## config.mk

```make
export PLATFORM = sky130hd
export DESIGN_NAME = tmr8_dualcmp
export DESIGN_NICKNAME = d
export VERILOG_FILES = /design/src/rtl/tmr8_pkg.sv /design/src/rtl/tmr8_tick_gen.sv /design/src/rtl/tmr8_count_cmp.sv /design/src/rtl/tmr8_dualcmp.sv
export SDC_FILE = /design/constraint.sdc
export NUM_CORES = 1
export LEC_CHECK = 0
export BUFFER_PORTS_ARGS = -buffer_cell sky130_fd_sc_hd__buf_4
export CORE_ASPECT_RATIO = 1.1
export CORE_MARGIN = 2
export CORE_UTILIZATION = 59
export CTS_CLUSTER_DIAMETER = 80
export DETAILED_ROUTE_END_ITERATION = 8
export PLACE_DENSITY = 0.81
export RECOVER_POWER = 100
export SYNTH_ARGS = -nofsm -noshare
export SYNTH_HDL_FRONTEND = slang
export SYNTH_SLANG_ARGS = --single-unit
export TNS_END_PERCENT = 5
```

## constraint.sdc

```tcl
create_clock -name clk -period 1.87 [get_ports clk]
set_input_delay 0.2805 -clock clk [delete_from_list [all_inputs] [get_ports clk]]
set_output_delay 0.2805 -clock clk [all_outputs]
set_load 0.02 [all_outputs]
```

## src/rtl/tmr8_pkg.sv

```systemverilog
package tmr8_pkg;
  localparam int unsigned ADDR_W = 3;

  typedef enum logic [ADDR_W-1:0] {
    A_CNT  = 3'd0,
    A_CMPA = 3'd1,
    A_CMPB = 3'd2,
    A_MASK = 3'd3,
    A_FLAG = 3'd4,
    A_CTRL = 3'd5
  } addr_e;

  typedef enum logic [2:0] {
    CS_OFF      = 3'd0,
    CS_DIV1     = 3'd1,
    CS_DIV8     = 3'd2,
    CS_DIV64    = 3'd3,
    CS_DIV256   = 3'd4,
    CS_DIV1024  = 3'd5,
    CS_EXT_FALL = 3'd6,
    CS_EXT_RISE = 3'd7
  } csel_e;
endpackage

```

## src/rtl/tmr8_tick_gen.sv

```systemverilog
module tmr8_tick_gen
  import tmr8_pkg::*;
#(
  parameter int unsigned PRE_W = 10
) (
  input  logic  clk,
  input  logic  rst_n,
  input  csel_e sel,
  input  logic  ext_pin,
  output logic  tick
);
  logic [PRE_W-1:0] pre_q, pre_d;
  logic [2:0]       sync_q, sync_d;
  logic             ext_rise, ext_fall;

  always_comb begin
    pre_d  = pre_q + 1'b1;
    sync_d = {sync_q[1:0], ext_pin};
  end

  always_ff @(posedge clk or negedge rst_n) begin
    if (!rst_n) begin
      pre_q  <= '0;
      sync_q <= '0;
    end else begin
      pre_q  <= pre_d;
      sync_q <= sync_d;
    end
  end

  // sync_q[1] is the synchronized pin, sync_q[2] its previous value
  always_comb begin
    ext_rise = sync_q[1] & ~sync_q[2];
    ext_fall = ~sync_q[1] & sync_q[2];
  end

  always_comb begin
    unique case (sel)
      CS_OFF:      tick = 1'b0;
      CS_DIV1:     tick = 1'b1;
      CS_DIV8:     tick = &pre_q[2:0];
      CS_DIV64:    tick = &pre_q[5:0];
      CS_DIV256:   tick = &pre_q[7:0];
      CS_DIV1024:  tick = &pre_q[PRE_W-1:0];
      CS_EXT_FALL: tick = ext_fall;
      CS_EXT_RISE: tick = ext_rise;
      default:     tick = 1'b0;
    endcase
  end

  // one count per edge, never on two cycles in a row
  a_r4_single_tick: assert property (@(posedge clk) disable iff (!rst_n)
    (tick && sel == CS_EXT_RISE && $stable(sel)) |=> !(tick && sel == CS_EXT_RISE));
endmodule

```

## src/rtl/tmr8_count_cmp.sv

```systemverilog
module tmr8_count_cmp #(
  parameter int unsigned CNT_W   = 8,
  parameter int unsigned NUM_CMP = 2
) (
  input  logic                          clk,
  input  logic                          rst_n,
  input  logic                          tick,
  input  logic                          cnt_we,
  input  logic [CNT_W-1:0]              cnt_wdata,
  input  logic [NUM_CMP-1:0][CNT_W-1:0] cmp_val,
  input  logic [NUM_CMP:0]              flag_clr,
  output logic [CNT_W-1:0]              cnt,
  output logic [NUM_CMP:0]              flags,
  output logic [NUM_CMP-1:0]            match
);
  logic [CNT_W-1:0]   cnt_q, cnt_d;
  logic               blk_q, blk_d;
  logic [NUM_CMP:0]   flags_q, flags_d, evt;
  logic [NUM_CMP-1:0] match_q;
  logic               adv;

  always_comb begin
    adv   = tick && !cnt_we;
    cnt_d = cnt_q;
    blk_d = blk_q;
    if (cnt_we) begin
      cnt_d = cnt_wdata;
      blk_d = 1'b1;
    end else if (tick) begin
      cnt_d = cnt_q + 1'b1;
      blk_d = 1'b0;
    end
  end

  assign evt[0] = adv && (cnt_q == {CNT_W{1'b1}});

  for (genvar i = 0; i < NUM_CMP; i++) begin : g_cmp
    assign evt[i+1] = adv && !blk_q && (cnt_q == cmp_val[i]);

    // a match pulse always comes with its flag
    a_r6_flag_follows: assert property (@(posedge clk) disable iff (!rst_n)
      match_q[i] |-> flags_q[i+1]);
  end

  always_comb flags_d = (flags_q & ~flag_clr) | evt;

  always_ff @(posedge clk or negedge rst_n) begin
    if (!rst_n) begin
      cnt_q   <= '0;
      blk_q   <= 1'b0;
      flags_q <= '0;
      match_q <= '0;
    end else begin
      cnt_q   <= cnt_d;
      blk_q   <= blk_d;
      flags_q <= flags_d;
      match_q <= evt[NUM_CMP:1];
    end
  end

  assign cnt   = cnt_q;
  assign flags = flags_q;
  assign match = match_q;

  // without tick or write the counter holds
  a_r2_hold: assert property (@(posedge clk) disable iff (!rst_n)
    (!tick && !cnt_we) |=> $stable(cnt_q));
  // a write lands regardless of a tick
  a_r5_write_wins: assert property (@(posedge clk) disable iff (!rst_n)
    cnt_we |=> cnt_q == $past(cnt_wdata));
  // the first tick after a write raises no match
  a_r7_blocked: assert property (@(posedge clk) disable iff (!rst_n)
    (tick && blk_q && !cnt_we) |=> match_q == '0);
  // wrap to zero sets overflow
  a_r8_wrap: assert property (@(posedge clk) disable iff (!rst_n)
    (tick && !cnt_we && cnt_q == {CNT_W{1'b1}}) |=> (cnt_q == '0 && flags_q[0]));
endmodule

```

## src/rtl/tmr8_dualcmp.sv

```systemverilog
module tmr8_dualcmp
  import tmr8_pkg::*;
#(
  parameter int unsigned CNT_W = 8
) (
  input  logic              clk,
  input  logic              rst_n,
  input  logic [ADDR_W-1:0] bus_addr,
  input  logic              bus_we,
  input  logic [CNT_W-1:0]  bus_wdata,
  output logic [CNT_W-1:0]  bus_rdata,
  input  logic              ext_cnt_pin,
  output logic              match_a,
  output logic              match_b,
  output logic              irq
);
  localparam int unsigned NUM_CMP = 2;
  localparam int unsigned FLG_W   = NUM_CMP + 1;

  logic [1:0]                   rsync_q;
  logic                         rst_int_n;
  csel_e                        ctrl_q, ctrl_d;
  logic [FLG_W-1:0]             mask_q, mask_d;
  logic [NUM_CMP-1:0][CNT_W-1:0] cmp_q, cmp_d;
  logic                         tick, cnt_we;
  logic [FLG_W-1:0]             flag_clr, flags;
  logic [CNT_W-1:0]             cnt;
  logic [NUM_CMP-1:0]           match;

  always_ff @(posedge clk or negedge rst_n) begin
    if (!rst_n) rsync_q <= '0;
    else        rsync_q <= {rsync_q[0], 1'b1};
  end
  assign rst_int_n = rsync_q[1];

  always_comb begin
    ctrl_d   = ctrl_q;
    mask_d   = mask_q;
    cmp_d    = cmp_q;
    cnt_we   = 1'b0;
    flag_clr = '0;
    if (bus_we) begin
      unique case (bus_addr)
        A_CNT:   cnt_we    = 1'b1;
        A_CMPA:  cmp_d[0]  = bus_wdata;
        A_CMPB:  cmp_d[1]  = bus_wdata;
        A_MASK:  mask_d    = bus_wdata[FLG_W-1:0];
        A_FLAG:  flag_clr  = bus_wdata[FLG_W-1:0];
        A_CTRL:  ctrl_d    = csel_e'(bus_wdata[2:0]);
        default: ;
      endcase
    end
  end

  always_ff @(posedge clk or negedge rst_int_n) begin
    if (!rst_int_n) begin
      ctrl_q <= CS_OFF;
      mask_q <= '0;
      cmp_q  <= '0;
    end else begin
      ctrl_q <= ctrl_d;
      mask_q <= mask_d;
      cmp_q  <= cmp_d;
    end
  end

  tmr8_tick_gen u_tick (
    .clk     (clk),
    .rst_n   (rst_int_n),
    .sel     (ctrl_q),
    .ext_pin (ext_cnt_pin),
    .tick    (tick)
  );

  tmr8_count_cmp #(.CNT_W(CNT_W), .NUM_CMP(NUM_CMP)) u_cnt (
    .clk       (clk),
    .rst_n     (rst_int_n),
    .tick      (tick),
    .cnt_we    (cnt_we),
    .cnt_wdata (bus_wdata),
    .cmp_val   (cmp_q),
    .flag_clr  (flag_clr),
    .cnt       (cnt),
    .flags     (flags),
    .match     (match)
  );

  always_comb begin
    unique case (bus_addr)
      A_CNT:   bus_rdata = cnt;
      A_CMPA:  bus_rdata = cmp_q[0];
      A_CMPB:  bus_rdata = cmp_q[1];
      A_MASK:  bus_rdata = {{(CNT_W-FLG_W){1'b0}}, mask_q};
      A_FLAG:  bus_rdata = {{(CNT_W-FLG_W){1'b0}}, flags};
      A_CTRL:  bus_rdata = {{(CNT_W-3){1'b0}}, ctrl_q};
      default: bus_rdata = '0;
    endcase
  end

  assign irq     = |(flags & mask_q);
  assign match_a = match[0];
  assign match_b = match[1];

  // a request needs at least one enable set
  a_r10_irq_enabled: assert property (@(posedge clk) disable iff (!rst_int_n)
    irq |-> (mask_q != '0 && flags != '0));
endmodule

```

# After elaboration in Yosys (flattened, before gate mapping)
# Index checks and enable logic that the tools add are counted.
# totals
reg_bits	51
in_bits	15
output_inout_bits	11
elab_cells	65
# op_classes
n_addsub	2
n_eq_ne	15
muxes	10
bitwise	8
reduce_logical	19
# op_table
op	count
8-bit case mux with 6 select lines	1
3-bit equality test (second input constant)	6
8-bit equality test	2
8-bit 2-to-1 mux	2
3-bit by 2-bit equality test with 1-bit output (second input constant)	4
10-bit by 1-bit adder with 10-bit output (second input constant)	1
10-bit AND reduction	1
8-bit by 1-bit adder with 8-bit output (second input constant)	1
8-bit equality test (second input constant)	1
1-bit case mux with 8 select lines	1
2-bit AND reduction	4
8-bit AND reduction	1
3-bit bitwise AND	2
3-bit by 1-bit equality test with 1-bit output (second input constant)	2
3-bit logical NOT	2
3-bit 2-to-1 mux	2
6-bit AND reduction	1
1-bit logical AND	5
1-bit 2-to-1 mux	4
3-bit NOT	1
3-bit bitwise OR	1
3-bit AND reduction	1
3-bit OR reduction	1
1-bit bitwise AND	2
other kinds (3)	5

# Depth between registers and ports, before layout
# depth
depth_word	8
ltp_mapped	8
mapped_depth_nobuf	7

# Cells and area by module
# Synthesis repeated with hierarchy kept, for this count alone.
# hier_totals
hier_cells	242
area_unflattened_um2	2666.3
# modules_own_cells
mod	instances	cells_per_inst	area_per_inst_um2	seq_area_each_um2
tmr8_dualcmp	1	104	1255.0	600.6
tmr8_count_cmp	1	93	852.1	350.3
tmr8_tick_gen	1	45	559.3	325.3

# Worst setup path before layout
# No wires, ideal clock.
# synth_path
path_kind	register to register
start	reg u_tick.pre_q[0]
end	reg u_cnt.cnt_q[7] (netlist: u_cnt.cnt[7])
setup_ns	0.082
arrival_time_ns	1.886
required_time_ns	1.788
path_slack_ns	-0.097
path_stages_with_launch	8
n_path_buf	0
synth_period_minus_slack_ns	1.967
path_cell_list	dfrtp_1 ha_1 ha_1 a211oi_1 a41oi_2 nand4_4 or4_1 a31oi_1
# synth_via
elab_chain_cells	3
elab_cells_between_ends	6
cone_classes	mux (1); reduce/logical (5)
# synth_lines
item	line	rtl
from (decl)	tmr8_tick_gen.sv:12	logic [PRE_W-1:0] pre_q, pre_d;
from (signal assigned)	tmr8_tick_gen.sv:26	pre_q <= pre_d;
10-bit AND reduction, or another cell as far along	tmr8_tick_gen.sv:44	CS_DIV1024: tick = &pre_q[PRE_W-1:0];
1-bit case mux with 8 select lines (*)	tmr8_tick_gen.sv:38	unique case (sel)
2-bit nonzero test (no line) (*)	n/a	
to (signal assigned)	tmr8_count_cmp.sv:54	cnt_q <= cnt_d;
to (decl)	tmr8_count_cmp.sv:16	logic [CNT_W-1:0] cnt_q, cnt_d;
# Every way passes the cells marked *; elsewhere a longest branch is shown, timed or not.
# A chain may end at the register's enable or synchronous reset.

# Worst setup path after layout
# layout_path
start	reg ctrl_q[0]
end	out bus_rdata[0]
# layout_via
elab_chain_cells	1
# layout_lines
item	line	rtl
from (decl)	tmr8_dualcmp.sv:22	csel_e ctrl_q, ctrl_d;
from (signal assigned)	tmr8_dualcmp.sv:61	ctrl_q <= ctrl_d;
8-bit case mux with 6 select lines	tmr8_dualcmp.sv:89	unique case (bus_addr)
to (decl)	tmr8_dualcmp.sv:11	output logic [CNT_W-1:0] bus_rdata,
# No other way between the ends.

==> results by group <==
Run status
  – Outcome: finished, violations left
  – Violated checks: negative setup slack

Critical path
  – Levels on crit path: 3
  – Worst path required time: 1.59 ns
  – WS Path Type: reg2out
  – Critical Path AT: 1.61 ns
  – Worst R2R Path Depth: 7
  – Crit-path cells: mux4_2 > mux2_2 > buf_6
  – CP top delay family: multiplexers
  – Worst path max stage delay: 0.49 ns
  – Worst Path Buf+Inv: 1
  – Critical path endpoint category: output pin
  – CP Launch Type: register
  – Slowest CP cell: mux4_2
  – Max FO, Critical Path: 2

Logic synthesis
  – Syn_area_per_cell: 10.6 µm²
  – Cells after Synth: 254
  – Area share of the largest cell type after synthesis: 0.475
  – Syn_nets: 272
  – Ys flop type: dfrtp_1
  – Yosys cell types: 44
  – Leading area contributor after synthesis: dfrtp_1
  – Ys async rst share: 1.00
  – Synth area leaders: dfrtp_1, mux2_2, xor2_1, nand2_1, nor2_1
  – Synthesis-stage register bit count: 51
  – Synth Cell Area: 0.00269 mm²
  – Post-synthesis sequential area ratio: 0.475
  – YS warnings: 0
  – Number of synthesized flops with an enable pin: 0

Clock network
  – Total CTS buffers: 5
  – TritonCTS clock tree: yes
  – Worst skew pair latency: 0.30 ns
  – Root buffer cell: clkbuf_8
  – Htree depth: 2
  – Clk buf depth: 2
  – CTS clock-pin slew for the worst setup and hold paths: 0.08 ns
  – Clk sinks: 51

STA
  – Final setup vio count: 1
  – Setup TNS: -0.0228 ns
  – Final worst setup slack: -0.0228 ns
  – Fmax: 0.528 GHz
  – Tcrit/Tclk final: 1.01
  – Slew headroom: 0.371
  – Tightest Pin Transition: 0.944 ns
  – RSZ-0062 raised after global routing: yes
  – Fin. max-slew vios: 0
  – Final hold vios: 0
  – Tmin final: 1.89 ns
  – Final hold slack: 0.108 ns
  – Skew final: 0.00710 ns

Placed design
  – Placed cell areas: 0.00303 mm²
  – Dpl cells: 336
  – GPL Wtd Cong: 0.850
  – Port-buffer cells: 25
  – Detailed placement HPWL: 4300 µm

Global routing
  – Antenna violations before repair: 0
  – Grt met1 use: 0.346
  – GR Util All Layers: 0.254
  – Largest net degree at the start of global routing: 25
  – Busiest metal layer after global routing: met2
  – First-pass GRT wire length: 9570 µm
  – M2 GR Usage: 0.420
  – Vias in the first global route: 2,049
  – Congestion Overflow GR: 0
  – Met3 Use GR: 0.0448

Power
  – Reg power frac: 0.462
  – Power Density: 1060 mW/mm²
  – Switching part of the total: 0.352
  – Worst vdd ir: 0.724 mV
  – Leak: 1.45 nW
  – Logic pwr share: 0.359
  – Clock share of power: 0.179
  – Net Sw Power: 0.00117 W
  – Pint: 0.00216 W

Die
  – Die Ht: 74.8 µm
  – Core Area: 0.00435 mm²
  – I/O pin count: 26
  – Full die area: 0.00511 mm²
  – Starting density of the core: 0.618
  – Rows: 25
  – Die width: 68.3 µm

Run
  – Maxcap violations: 0

Finish
  – Layout cell share with drive strength beyond 1: 0.306
  – N_diodes: 0
  – Layout Nets: 311
  – Fin cells: 348
  – Layout area overhead: 17.5%
  – Fin area: 0.00316 mm²

Route
  – DRC: 0
  – Antenna-violating nets left: 0
  – Initial DRC count: 229
  – Avg WL per Cell: 16.8 µm
  – Final wirelength: 5860 µm
  – Drt pass-1 iters: 4
  – Via Count: 2,103
  – Drt via density: 6.04

Worst hold path
  – Hold Crit Class: in2reg
  – Worst Hold Depth: 1
## power by group through the flow
stage	logic [W]	clock network, W	registers, W
global route	0.00132	0.000672	0.00157
floorplan	0.000844	0	0.00150
CTS	0.00118	0.000619	0.00154
detailed placement	0.00115	0	0.00156
global placement	0.00112	0	0.00155
finish	0.00120	0.000596	0.00154
## state kept, by name, summed over array words and instances, names as in the netlist
| register | flops |
|---|---|
| cmp_q | 16 |
| ctrl_q | 3 |
| mask_q | 3 |
| rsync_q | 2 |
| u_cnt.blk_q | 1 |
| u_cnt.cnt | 8 |
| u_cnt.flags | 3 |
| u_cnt.match | 2 |
| u_tick.pre_q | 10 |
| u_tick.sync_q | 3 |
## cells in the mapped netlist, types with 3 or more instances
library cell,number
xor2_1,18
a22oi_1,4
nand4_1,6
nor2_1,25
a21oi_1,7
ha_1,3
inv_1,5
mux2i_1,6
clkbuf_1,8
nor4_1,4
nand3_1,10
buf_2,4
nand2_1,27
dfrtp_1,51
o21ai_0,3
xnor2_1,6
a31o_2,4
mux2_2,27
and2_1,3
nor2b_1,3
## cells in the final DEF (no fill, tap or decap), drive strengths merged, types with 4 or more instances in the layout
cell type  count
inv            5
buf           42
a31o           4
xor2          18
xnor2          6
nand3         10
mux2          27
a21oi          7
dfrtp         51
nand4          7
nor4           4
nor2          25
clkbuf         9
a22oi          4
mux2i          6
nand2         27
## metal layers
metal | part of all wire | wire length (µm) | vias up
met4 | 0.0068 | 40 | 0
met2 | 0.49 | 2890 | 57
met5 | 0 | 0 | -
li1 | - | - | 976
met3 | 0.048 | 280 | 4
met1 | 0.45 | 2640 | 1066
## cell families (layout without fill, tap and decap cells)
| family | Yosys count | after routing | synth area share |
|---|---|---|---|
| AND/OR/NAND/NOR | 92 | 92 | 0.174 |
| flip-flops | 51 | 51 | 0.475 |
| multiplexers | 34 | 34 | 0.144 |
| AO/OA/AOI/OAI | 31 | 31 | 0.0857 |
| XOR/XNOR | 24 | 24 | 0.0783 |
| buffers and inverters | 18 | 58 | 0.0270 |
| adder cells (fa/ha/maj) | 3 | 3 | 0.0140 |
| other | 1 | 1 | 0.00140 |
## layout make-up
cell class	instances	area, µm²
multi-input combinational	185	1370
fill	305	1190
clock inverter	1	5.00
tap	54	67.6
inverter	5	18.8
sequential	51	1280
clock buffer	7	76.3
timing repair buffer	45	340
## stage by stage
step	power, W	util	worst slack (ns)
6_report	0.00333	0.726	-0.0228
2_1_floorplan	0.00234	-	0.0108
5_1_grt	0.00356	0.726	-0.0962
3_5_place_dp	0.00271	0.696	-0.0186
4_1_cts	0.00334	0.720	-0.0395
3_3_place_gp	0.00267	0.696	0.0209
## path summary, 6_finish.rpt
kind	start	end	slack [ns]
min in group asynchronous	rst_n	rsync_q[1]$_DFF_PN0_	0.29
worst min register to register	u_tick.sync_q[0]$_DFF_PN0_	u_tick.sync_q[1]$_DFF_PN0_	0.36
max in group asynchronous	rsync_q[1]$_DFF_PN0_	u_cnt.blk_q$_DFFE_PN0P_	0.72
worst max-delay path	ctrl_q[0]$_DFFE_PN0P_	bus_rdata[0]	-0.02
worst max register to register	u_tick.pre_q[1]$_DFF_PN0_	u_cnt.cnt[7]$_DFFE_PN0P_	0.01
worst min-delay path	ext_cnt_pin	u_tick.sync_q[0]$_DFF_PN0_	0.11
## repair_timing
item	CTS	global route
resized for setup	3	3
setup endpoints to repair	8	8
pin swaps	0	1
hold buffers	1	0
endpoints found under the hold margin	2	0
setup buffers	1	2
Power figures use the tool's default switching activity.
